### src/rtl/wsp_pkg.sv
package wsp_pkg;
  typedef enum logic [2:0] {
    ST_IDLE  = 3'd0,
    ST_PROG  = 3'd1,
    ST_PROT  = 3'd2,
    ST_ERASE = 3'd3,
    ST_ESUSP = 3'd4
  } wsp_state_e;

  localparam logic OP_PROG  = 1'b0;
  localparam logic OP_ERASE = 1'b1;
endpackage

### src/rtl/wsp_seq.sv
module wsp_seq
  import wsp_pkg::*;
#(
  parameter int AW       = 6,
  parameter int DW       = 8,
  parameter int PROT_CYC = 50
) (
  input  logic          clk,
  input  logic          rst,
  input  logic          cmd_valid,
  input  logic          cmd_kind,
  input  logic [AW-1:0] cmd_addr,
  input  logic [DW-1:0] cmd_data,
  input  logic          sect_prot,
  input  logic          op_done,
  input  logic          susp_req,
  output wsp_state_e    st,
  output logic [AW-1:0] paddr,
  output logic          pbit,
  output logic [AW-1:0] eaddr,
  output logic          wr_en,
  output logic [AW-1:0] wr_addr,
  output logic [DW-1:0] wr_data,
  output logic          rdy
);
  localparam int TW = (PROT_CYC < 2) ? 1 : $clog2(PROT_CYC);

  logic [DW-1:0] pdata;
  logic [TW-1:0] tmr;
  logic          insusp;

  assign pbit    = pdata[DW-1];
  assign wr_en   = op_done && (st == ST_PROG || st == ST_ERASE);
  assign wr_addr = (st == ST_PROG) ? paddr : eaddr;
  assign wr_data = (st == ST_PROG) ? pdata : {DW{1'b1}};

  always_ff @(posedge clk) begin
    if (rst) begin
      st     <= ST_IDLE;
      paddr  <= '0;
      pdata  <= '0;
      eaddr  <= '0;
      tmr    <= '0;
      insusp <= 1'b0;
      rdy    <= 1'b1;
    end else begin
      case (st)
        ST_IDLE, ST_ESUSP: begin
          if (cmd_valid) begin
            rdy <= 1'b0;
            if (cmd_kind == OP_PROG) begin
              paddr  <= cmd_addr;
              pdata  <= cmd_data;
              insusp <= (st == ST_ESUSP);
              tmr    <= TW'(PROT_CYC - 1);
              st     <= sect_prot ? ST_PROT : ST_PROG;
            end else begin
              // a resume keeps the stored erase address
              if (st == ST_IDLE) eaddr <= cmd_addr;
              st <= ST_ERASE;
            end
          end
        end
        ST_PROG: begin
          if (op_done) begin
            st  <= insusp ? ST_ESUSP : ST_IDLE;
            rdy <= 1'b1;
          end
        end
        ST_PROT: begin
          if (tmr == '0) begin
            st  <= insusp ? ST_ESUSP : ST_IDLE;
            rdy <= 1'b1;
          end else begin
            tmr <= tmr - 1'b1;
          end
        end
        ST_ERASE: begin
          if (op_done) begin
            st  <= ST_IDLE;
            rdy <= 1'b1;
          end else if (susp_req) begin
            st  <= ST_ESUSP;
            rdy <= 1'b1;
          end
        end
        default: st <= ST_IDLE;
      endcase
    end
  end
endmodule

### src/rtl/wsp_array.sv
module wsp_array #(
  parameter int AW = 6,
  parameter int DW = 8
) (
  input  logic          clk,
  input  logic          we,
  input  logic [AW-1:0] wa,
  input  logic [DW-1:0] wd,
  input  logic          re,
  input  logic [AW-1:0] ra,
  output logic [DW-1:0] q
);
  localparam int DEPTH = 1 << AW;

  logic [DW-1:0] mem [DEPTH];

  always_ff @(posedge clk) begin
    if (we) mem[wa] <= wd;
    if (re) q <= mem[ra];
  end
endmodule

### src/rtl/wsp_rdmux.sv
module wsp_rdmux
  import wsp_pkg::*;
#(
  parameter int AW = 6,
  parameter int DW = 8
) (
  input  logic          clk,
  input  logic          rst,
  input  logic          rd_en,
  input  logic [AW-1:0] rd_addr,
  input  wsp_state_e    st,
  input  logic [AW-1:0] paddr,
  input  logic          pbit,
  input  logic [AW-1:0] eaddr,
  input  logic [DW-1:0] mem_q,
  output logic [DW-1:0] rd_data,
  output logic          rd_valid
);
  logic          hit;
  logic          poll;
  logic          sel_q;
  logic [DW-1:0] stat_q;

  always_comb begin
    hit  = 1'b0;
    poll = 1'b0;
    case (st)
      ST_PROG, ST_PROT: begin
        hit  = (rd_addr == paddr);
        poll = ~pbit;
      end
      ST_ERASE: begin
        hit  = 1'b1;
        poll = 1'b0;
      end
      ST_ESUSP: begin
        hit  = (rd_addr == eaddr);
        poll = 1'b1;
      end
      default: ;
    endcase
  end

  always_ff @(posedge clk) begin
    if (rst) begin
      sel_q    <= 1'b0;
      stat_q   <= '0;
      rd_valid <= 1'b0;
    end else begin
      rd_valid <= rd_en;
      if (rd_en) begin
        sel_q  <= hit;
        // toggle and error placeholders stay zero
        stat_q <= {poll, {(DW-1){1'b0}}};
      end
    end
  end

  assign rd_data = sel_q ? stat_q : mem_q;
endmodule

### src/rtl/wsp_top.sv
module wsp_top
  import wsp_pkg::*;
#(
  parameter int AW      = 6,
  parameter int DW      = 8,
  parameter int CLK_HZ  = 50_000_000,
  parameter int PROT_NS = 1000
) (
  input  logic          clk,
  input  logic          rst,
  input  logic          cmd_valid,
  input  logic          cmd_kind,
  input  logic [AW-1:0] cmd_addr,
  input  logic [DW-1:0] cmd_data,
  input  logic          sect_prot,
  input  logic          op_done,
  input  logic          susp_req,
  input  logic          rd_en,
  input  logic [AW-1:0] rd_addr,
  output logic [DW-1:0] rd_data,
  output logic          rd_valid,
  output logic          rdy
);
  localparam int PROT_RAW = (CLK_HZ / 1_000_000) * PROT_NS / 1000;
  localparam int PROT_CYC = (PROT_RAW < 1) ? 1 : PROT_RAW;

  wsp_state_e    st_w;
  logic [AW-1:0] paddr_w, eaddr_w, wa_w;
  logic          pbit_w, we_w;
  logic [DW-1:0] wd_w, memq_w;

  wsp_seq #(.AW(AW), .DW(DW), .PROT_CYC(PROT_CYC)) u_seq (
    .clk(clk), .rst(rst), .cmd_valid(cmd_valid), .cmd_kind(cmd_kind),
    .cmd_addr(cmd_addr), .cmd_data(cmd_data), .sect_prot(sect_prot),
    .op_done(op_done), .susp_req(susp_req), .st(st_w), .paddr(paddr_w),
    .pbit(pbit_w), .eaddr(eaddr_w), .wr_en(we_w), .wr_addr(wa_w),
    .wr_data(wd_w), .rdy(rdy)
  );

  wsp_array #(.AW(AW), .DW(DW)) u_arr (
    .clk(clk), .we(we_w), .wa(wa_w), .wd(wd_w),
    .re(rd_en), .ra(rd_addr), .q(memq_w)
  );

  wsp_rdmux #(.AW(AW), .DW(DW)) u_rd (
    .clk(clk), .rst(rst), .rd_en(rd_en), .rd_addr(rd_addr), .st(st_w),
    .paddr(paddr_w), .pbit(pbit_w), .eaddr(eaddr_w), .mem_q(memq_w),
    .rd_data(rd_data), .rd_valid(rd_valid)
  );
endmodule

### config.mk
export PLATFORM = sky130hd
export DESIGN_NAME = wsp_top
export DESIGN_NICKNAME = d
export VERILOG_FILES = /design/src/rtl/wsp_pkg.sv /design/src/rtl/wsp_seq.sv /design/src/rtl/wsp_array.sv /design/src/rtl/wsp_rdmux.sv /design/src/rtl/wsp_top.sv
export SDC_FILE = /design/constraint.sdc
export NUM_CORES = 1
export LEC_CHECK = 0
export BUFFER_PORTS_ARGS = -buffer_cell sky130_fd_sc_hd__buf_2
export CORE_MARGIN = 2
export CORE_UTILIZATION = 50
export DETAILED_ROUTE_END_ITERATION = 12
export PLACE_DENSITY = 0.69
export SYNTH_ARGS = -nofsm -noshare
export SYNTH_HDL_FRONTEND = slang
export SYNTH_SLANG_ARGS = --single-unit
### constraint.sdc
create_clock -name clk -period 5.19 [get_ports clk]
set_input_delay 1.038 -clock clk [delete_from_list [all_inputs] [get_ports clk]]
set_output_delay 1.038 -clock clk [all_outputs]
set_load 0.005 [all_outputs]
==> run summary, run 1 <==
CP Capture Type = register
CTS tree = done
leakage = 7.30 nW
CP arrival = 3660 ps
Peak VDD IR = 0.246 mV
syn nets = 1173
internal power = 0.00744 W
die width = 213 µm
crit path time final = 3470 ps
Comb power frac = 6.0%
initial antenna violation count = 1
CTS buffer count = 53
global-route usage over all layers = 21.9%
unrepaired setup endpoints after global routing = no
share of the yosys chip area belonging to registers = 74.4%
Post-CTS Setup Bufs = 0
DRT Wirelength = 48400 µm
top_reg_cell synth = edfxtp_1
Required @ worst endpoint = 5390 ps
setup tns final = 0 ps
status = finished clean
DR vias/cell = 6.05
synthesized area = 0.0219 mm²
Slew headroom = 30.9%
# IOs = 38
DR vias = 11.0k
Root Buffer = clkbuf_16
gpl congestion = 0.826
Crit Path Class = register to register
Post-synth ARST share = 0%
Die Ht = 213 µm
Hold Path End = u_seq.pdata[3]
Crit Reg-Reg Endpoint = u_arr.mem[53][4]
grt ovf = 0
Initial Utilization = 50.8%
# H-tree levels = 2
leading cell types in the layout, fill and taps excluded = edfxtp_1, mux4_2, nor2_1
final core occ = 56.6%
die area = 0.0455 mm²
first-pass GRT wire length = 71800 µm
Max-Cap Viols = 0
post-synthesis cell type count = 47
Worst-path clk slew = 60 ps
Seq pwr share = 53.0%
share of cells above drive strength 1 = 22.3%
DRC = 0
largest stage delay on the critical path = 920 ps
RR Startpoint = u_seq.st[2]
area delta synth->final = 11.6%
remaining antenna violation count = 0
Syn. warnings = 0
DP Wirelength = 28900 µm
CP max-delay cell = nor2_1
PD cells = 386 mW/mm²
Hold Slack = 453 ps
post-CTS resize count = 0
EDFF count, synth = 520
core area = 0.0432 mm²
most common cell after layout, fill and taps aside = edfxtp_1
hold_buf cts = 0
r2r worst-path depth = 5
NetSw = 0.00199 W
hold path cells = 2
DR WL/cell = 26.6 µm
drt first pass iters = 7
fmax = 0.289 GHz
Avg Synthesized Cell Area = 19.2 µm²
vias in the first global route = 10.8k
Clk Latency, worst-skew pair = 580 ps
Slew @ Worst Pin = 1030 ps
layout net count = 1221
switch share = 21.1%
Yosys reg bits = 554
Hold WC Path Type = register to register
Core Rows = 76
Pins Over Slew Limit = 0
Syn Inst Count = 1143
clock skew = 13.9 ps
Startpoint Class = register
clock share of power = 41.0%
hold path startpoint = u_seq.pdata[3]
Final period util = 66.8%
r2r setup slk = 1720 ps
Final Hold Vio Count = 0
clk sinks = 554
Final setup violation count = 0
largest net degree at the start of global routing = 68
Initial DRC Count = 1396
PortBufs = 37
CP max FO = 22
Max Root-Sink Buffers = 3
CP Cell Sequence = nor3b_4 > buf_4 > o21ai_0 > nand3_1 > nor2_1
how the worst max path moves through the flow:
stage / from / to / slack, ps / depth (start not counted)
2_1_floorplan: rd_addr[0] / u_arr.q[1] / 2420 / 7
3_3_place_gp: rd_addr[0] / u_arr.q[6] / 1440 / 7
3_5_place_dp: rd_addr[0] / u_arr.q[6] / 1410 / 7
4_1_cts: u_seq.st[0] / u_arr.mem[49][6] / 1760 / 6
5_1_grt: u_seq.st[0] / u_arr.mem[50][0] / 1590 / 6
6_report: u_seq.st[2] / u_arr.mem[53][4] / 1720 / 5
registers in the layout, indices dropped and copies added, names as in the netlist:
register,flops
u_seq.st,3
u_rd.stat_q,1
u_seq.paddr,6
u_arr.mem,512
u_seq.tmr,6
u_seq.rdy,1
u_seq.eaddr,6
u_rd.sel_q,1
u_seq.pdata,8
u_arr.q,8
u_rd.rd_valid,1
u_seq.insusp,1
synthesized netlist by cell type, types with 2 or more instances:
| master | instances | area [µm²] |
|---|---|---|
| o21ai_1 | 8 | 40.0 |
| clkbuf_1 | 21 | 78.8 |
| mux4_2 | 120 | 2700 |
| nand3_1 | 12 | 60.1 |
| a22o_1 | 8 | 70.1 |
| mux2_2 | 13 | 146 |
| nand2b_1 | 16 | 100 |
| o22ai_1 | 18 | 113 |
| mux2i_1 | 32 | 320 |
| mux4_1 | 8 | 210 |
| inv_1 | 5 | 18.8 |
| nor2b_1 | 20 | 125 |
| ha_1 | 2 | 25.0 |
| a211oi_1 | 9 | 67.6 |
| nand4_1 | 3 | 18.8 |
| o32ai_1 | 9 | 78.8 |
| nor3b_2 | 2 | 25.0 |
| nor2_1 | 99 | 372 |
| nand2_1 | 51 | 191 |
| buf_4 | 9 | 67.6 |
| xor2_1 | 10 | 87.6 |
| o21ai_0 | 14 | 70.1 |
| dfxtp_1 | 34 | 681 |
| nor3_1 | 6 | 30.0 |
| a21oi_1 | 35 | 175 |
| buf_1 | 5 | 18.8 |
| buf_2 | 23 | 115 |
| buf_6 | 2 | 22.5 |
| edfxtp_1 | 520 | 15600 |
| nand3b_1 | 3 | 22.5 |
| a31oi_1 | 3 | 18.8 |
| o221ai_1 | 8 | 70.1 |
cell type report:
class / count / area (µm²)
Sequential cell: 554 / 16300
Fill cell: 3228 / 18700
Inverter: 5 / 18.8
Clock inverter: 34 / 337
Antenna cell: 1 / 2.50
Timing Repair Buffer: 54 / 350
Clock buffer: 65 / 1410
Tap cell: 585 / 732
Multi-Input combinational cell: 523 / 5300
worst max-delay path: cells and delay by family, from the launching register on:
kind	cells	cell delay (ps)
simple gates	3	1670
compound gates	1	530
buf+inv	1	250
flops	1	630
kinds of logic after synthesis:
kind of cell | after synthesis | synth area share (%)
buf+inv | 66 | 1.56
flops | 554 | 74.4
compound gates | 118 | 3.52
mux | 173 | 15.4
fa+ha+maj | 2 | 0.114
xor+xnor | 11 | 0.440
simple gates | 219 | 4.59
power groups by stage:
stage	sequential, W	combinational (W)	clock [W]
after CTS	0.00499	0.000572	0.00392
after global placement	0.00509	0.000559	0
final	0.00499	0.000569	0.00387
after global routing	0.00499	0.000610	0.00409
after floorplan	0.00508	0.000378	0
after detailed placement	0.00509	0.000571	0
per-stage QoR:
step                      instance area (µm²)  instances  power, W  setup WS, ps
after global placement                  22700       1721   0.00565          1440
final                                   24400       1821   0.00943          1720
after detailed placement                22700       1721   0.00566          1410
after CTS                               24400       1820   0.00949          1760
after global routing                    24400       1820   0.00970          1590
after floorplan                         21900       1143   0.00546          2420
metal layers:
| metal | global-route usage [%] | vias up | part of all wire, % |
|---|---|---|---|
| met5 | 0 | - | 0 |
| met2 | 33.0 | 418 | 46 |
| met1 | 32.1 | 5789 | 43 |
| li1 | - | 4724 | - |
| met4 | 7.73 | 0 | 3.2 |
| met3 | 4.38 | 84 | 7.0 |
(Power assumes the default switching activity.)
==> inputs of run 2 (changes only) <==
Settings changed: ABC_AREA from default to 1.
Clock period 5.19 ns to 3.35 ns, I/O delays scaled along.
==> run summary, run 2 <==
Avg Synthesized Cell Area = 11.4 µm²
global-route usage over all layers = 24.4%
# H-tree levels = 2
Final Hold Vio Count = 0
top flop regs = u_arr.mem (512), u_arr.q (8), u_seq.pdata (8)
PortBufs = 37
Root Buffer = clkbuf_16
CP max FO = 15
DR vias = 15.6k
DP Wirelength = 34300 µm
DRC = 0
Crit Reg-Reg Endpoint = u_arr.mem[26][2]
vias in the first global route = 15.2k
Hold WC Path Type = input port to register
r2r setup slk = 230 ps
most instantiated cells after synthesis = edfxtp_1, nand2_1, nor2_1, o21ai_0, nand3_1
Max Root-Sink Buffers = 3
gpl congestion = 0.941
CTS buffer count = 53
Initial DRC Count = 1840
syn nets = 2029
Startpoint Class = register
Worst-path clk slew = 70 ps
Slew @ Worst Pin = 1250 ps
# diodes = 0
share of the yosys chip area belonging to registers = 71.5%
unrepaired setup endpoints after global routing = no
fmax = 0.321 GHz
crit path time final = 3120 ps
clock skew = 31.5 ps
share of cells above drive strength 1 = 11.2%
CP Capture Point = u_arr.mem[26][2]
most common cell after layout, fill and taps aside = edfxtp_1
synthesized area = 0.0228 mm²
remaining antenna violation count = 0
leading cell types in the layout, fill and taps excluded = edfxtp_1, nand2_1, nor2_1
DR WL/cell = 21.3 µm
most frequent cell after synthesis = edfxtp_1
RR Startpoint = u_seq.st[2]
Synth area leader = edfxtp_1
CTS tree = done
EDFF count, synth = 520
Syn. warnings = 0
top cell type's share of synthesized area = 68.5%
layout net count = 2079
die area = 0.0473 mm²
top_reg_cell synth = edfxtp_1
hold_buf cts = 0
Peak VDD IR = 0.481 mV
# IOs = 38
drt first pass iters = 5
DR vias/cell = 5.78
clk sinks = 554
status = finished clean
Post-synth ARST share = 0%
Clk Latency, worst-skew pair = 620 ps
Yosys reg bits = 554
Final setup violation count = 0
Pins Over Slew Limit = 0
post-synthesis cell type count = 34
Die Ht = 218 µm
Syn Inst Count = 1999
final core occ = 57.2%
initial antenna violation count = 0
Crit Path Class = register to register
core area = 0.0452 mm²
area delta synth->final = 13.4%
DRT Wirelength = 57200 µm
CP Capture Type = register
setup ws final = 232 ps
Core Rows = 78
grt ovf = 0
Max-Cap Viols = 0
CP arrival = 3360 ps
Post-CTS Setup Bufs = 0
post-CTS resize count = 0
Final period util = 93.1%
PD cells = 595 mW/mm²
synth top area cells = edfxtp_1, nand2_1, o21ai_0, nor2_1, nand3_1
beginning of the critical path = u_seq.st[2]
r2r worst-path depth = 7
largest net degree at the start of global routing = 112
Required @ worst endpoint = 3600 ps
Largest Register = u_arr.mem
Slew headroom = 16.5%
setup tns final = 0 ps
DP Worst Slack = 308 ps
leakage = 8.77 nW
max reg flops = 512
die width = 218 µm
Initial Utilization = 50.4%
first-pass GRT wire length = 87300 µm
run 2: changes by cell type after synthesis, moves of 39 or more:
| cell | previous run | this run |
|---|---|---|
| o21ai_0 | 14 | 215 |
| inv_1 | 5 | 73 |
| mux4_2 | 120 | 0 |
| o22ai_1 | 18 | 80 |
| nand3_1 | 12 | 190 |
| nor2_1 | 99 | 263 |
| clkbuf_1 | 21 | 60 |
| nand2_1 | 51 | 371 |
run 2: cells by family after synthesis:
| family | synth area share, % |
|---|---|
| adders and majority gates | 0.110 |
| xor gates and xnor gates | 0.0384 |
| and+or+nand+nor | 15.6 |
| muxes | 0.0494 |
| AOI/OAI and AO/OA | 8.92 |
| buffers and inverters | 3.77 |
| DFF | 71.5 |
run 2: layer usage:
layer / part of all wire, % / vias to the layer above / track usage (%)
li1: - / 7177 / -
met1: 41 / 7585 / 34.0
met2: 47 / 705 / 38.9
met3: 9.2 / 103 / 3.88
met4: 2.9 / 0 / 8.79
met5: 0 / - / 0
run 2: worst min path at each step:
stage,from,endpoint,depth (start not counted)
finish,cmd_data[0],u_seq.pdata[0],3
floorplan,u_seq.tmr[0],u_seq.tmr[0],1
detailed placement,u_seq.tmr[5],u_seq.tmr[5],2
CTS,cmd_data[5],u_seq.pdata[5],3
global route,cmd_data[5],u_seq.pdata[5],3
global placement,u_seq.tmr[0],u_seq.tmr[0],1
run 2: power by group:
part | switching, W | total [W] | leakage, nW | internal, W
sequential | 0.0000299 | 0.00771 | 4.53 | 0.00768
combinational | 0.000837 | 0.00113 | 3.30 | 0.000293
clock | 0.00259 | 0.00655 | 0.938 | 0.00396
run 2: worst max-delay path, cell delays in order (launching register included):
cell and delay (ps):
dfxtp_1 660, inv_2 160, nand3_2 300, o21ai_1 150, buf_4 200, nor3_2 250
nand2_1 350, nor2_1 670
run 2: area by class of cell:
| type | instances | area (µm²) |
|---|---|---|
| clock buffers | 60 | 1370 |
| clock inverters | 39 | 544 |
| fillers | 3635 | 19300 |
| inverters | 81 | 309 |
| multi-input cells | 1240 | 5640 |
| flip-flops and latches | 554 | 16300 |
| well taps | 600 | 751 |
| repair buffers | 119 | 935 |
run 2: through the flow:
step / total power [W] / hold slack, ps / cells / cell area, µm²
after detailed placement: 0.00897 / 455 / 2594 / 23900
after CTS: 0.0155 / 264 / 2693 / 25800
after floorplan: 0.00855 / 422 / 1999 / 22800
after global routing: 0.0158 / 307 / 2693 / 25800
final: 0.0154 / 287 / 2693 / 25800
after global placement: 0.00895 / 442 / 2594 / 23900
==> inputs of run 3 (changes only) <==
Settings changed: BUFFER_PORTS_ARGS -buffer_cell sky130_fd_sc_hd__buf_2 to default, DONT_BUFFER_PORTS from default to 1, PLACE_DENSITY 0.69 to 0.68, RECOVER_POWER from default to 25, SKIP_LAST_GASP from default to 1.
==> run summary, run 3 (synthesized netlist as in run 2, its figures left out) <==
status = finished with violations
failing checks = capacitance limit, slew limit
Hold Path End = u_seq.st[2]
Hold WC Path Type = input port to register
PD cells = 580 mW/mm²
Slew headroom = -9.21%
post-CTS resize count = 0
first-pass GRT wire length = 86800 µm
wire length on met2 = 27000 µm
internal power = 0.0114 W
setup ws final = 182 ps
DRT met1 WL = 23200 µm
DR vias = 15.2k
Comb power frac = 6.6%
die area = 0.0473 mm²
unrepaired setup endpoints after global routing = no
CP delay by family, top = buffers and inverters
die width = 218 µm
Post-CTS Setup Bufs = 0
DP Wirelength = 33200 µm
# IOs = 38
Seq pwr share = 52.9%
max reg flops = 512
DRT Wirelength = 56800 µm
Worst-path clk slew = 70 ps
CTS buffer count = 53
Slew @ Worst Pin = 1640 ps
Initial Utilization = 50.4%
CTS tree = done
hold_buf cts = 0
leakage = 8.35 nW
most common cell after layout, fill and taps aside = edfxtp_1
CP Capture Type = register
largest stage delay on the critical path = 910 ps
NetSw = 0.00322 W
area delta synth->final = 10.4%
largest net degree at the start of global routing = 283
fillers = 3687
gpl congestion = 0.891
leading cell types in the layout, fill and taps excluded = edfxtp_1, nand2_1, nor2_1
r2r worst-path depth = 5
layout net count = 2020
clock skew = 14.6 ps
top flop regs = u_arr.mem (512), u_arr.q (8), u_seq.pdata (8)
global-route usage over all layers = 24.2%
setup tns final = 0 ps
drt first pass iters = 5
Clk Latency, worst-skew pair = 580 ps
crit path time final = 3170 ps
Final setup violation count = 0
Max Root-Sink Buffers = 3
Root Buffer = clkbuf_16
fmax = 0.316 GHz
CP arrival = 3500 ps
hold path startpoint = rst
DR WL/cell = 21.6 µm
Largest Register = u_arr.mem
hold path cells = 1
Worst Path Buf+Inv = 2
DR vias/cell = 5.80
Final Hold Vio Count = 0
Crit Reg-Reg Endpoint = u_arr.mem[55][6]
DRC = 0
Core Rows = 78
vias in the first global route = 14.5k
r2r setup slk = 320 ps
Max-Cap Viols = 3
initial antenna violation count = 0
switch share = 22.1%
design area = 0.0252 mm²
CP max-delay cell = clkinvlp_4
Crit Path Class = input port to register
Cell Area, Placed = 0.0235 mm²
Pins Over Slew Limit = 195
# H-tree levels = 2
# diodes = 0
met3 WL = 4720 µm
share of cells above drive strength 1 = 7.89%
clock share of power = 40.4%
grt ovf = 0
DP Worst Slack = 513 ps
cell with the most instances on the worst path = o21ai_0
CP Cell Sequence = clkinvlp_4 > buf_6 > nor2_1 > o22ai_1 > o21ai_0 > o21ai_0 > nand3_1 > nand2_1
Startpoint Class = input port
clk sinks = 554
Initial DRC Count = 1737
RR Startpoint = u_seq.st[1]
CP max FO = 282
core area = 0.0452 mm²
Required @ worst endpoint = 3680 ps
Peak VDD IR = 0.477 mV
remaining antenna violation count = 0
PortBufs = 0
DR top layer = met4
Die Ht = 218 µm
Final period util = 94.6%
## run 3: per-stage QoR
stage          cells  hold WS [ps]  util (%)  power, W
6_report        2629           149      55.7    0.0146
5_1_grt         2629           130      55.7    0.0150
4_1_cts         2629           139      55.8    0.0146
3_5_place_dp    2535           453      52.1   0.00883
3_3_place_gp    2535           444      52.1   0.00882
2_1_floorplan   1999           422         -   0.00855
## run 3: final cells by class
class	instances	area, µm²	area share, %
clock buffer	68	1410	5.61
timing repair buffer	60	487	1.93
tap	600	751	2.98
inverter	81	308	1.22
clock inverter	26	285	1.13
multi-input combinational	1240	5630	22.4
sequential	554	16300	64.7
## run 3: worst reg2reg max path: stages (launching register included)
cell      delay, ps
dfxtp_1         370
inv_1           110
nand3_2         290
clkbuf_1        360
or2_1          1000
buf_4           610
## run 3: power by group through the flow
stage          combinational [W]  sequential (W)  clock [W]
5_1_grt                  0.00107         0.00772    0.00623
3_3_place_gp            0.000956         0.00786          0
4_1_cts                 0.000973         0.00772    0.00596
3_5_place_dp            0.000970         0.00786          0
6_report                0.000968         0.00772    0.00590
2_1_floorplan           0.000693         0.00785          0
## run 3: how the worst max path moves through the flow
stage                startpoint          endpoint  slack (ps)  depth (start not counted)
floorplan           u_seq.st[0]  u_arr.mem[48][0]        1150                          8
global placement    u_seq.st[1]  u_arr.mem[57][1]         620                          8
detailed placement  u_seq.st[0]  u_arr.mem[49][2]         510                          7
CTS                 u_seq.st[0]  u_arr.mem[49][2]         510                          7
global route        u_seq.st[1]  u_arr.mem[55][6]         180                          5
finish               rd_addr[0]        u_arr.q[4]         180                          8
## run 3: per-layer routing
layer  track usage [%]  up-vias
met2              38.9      686
met1              33.9     7391
li1                  -     7057
met5                 0        -
met3              3.78      111
met4              8.45        0
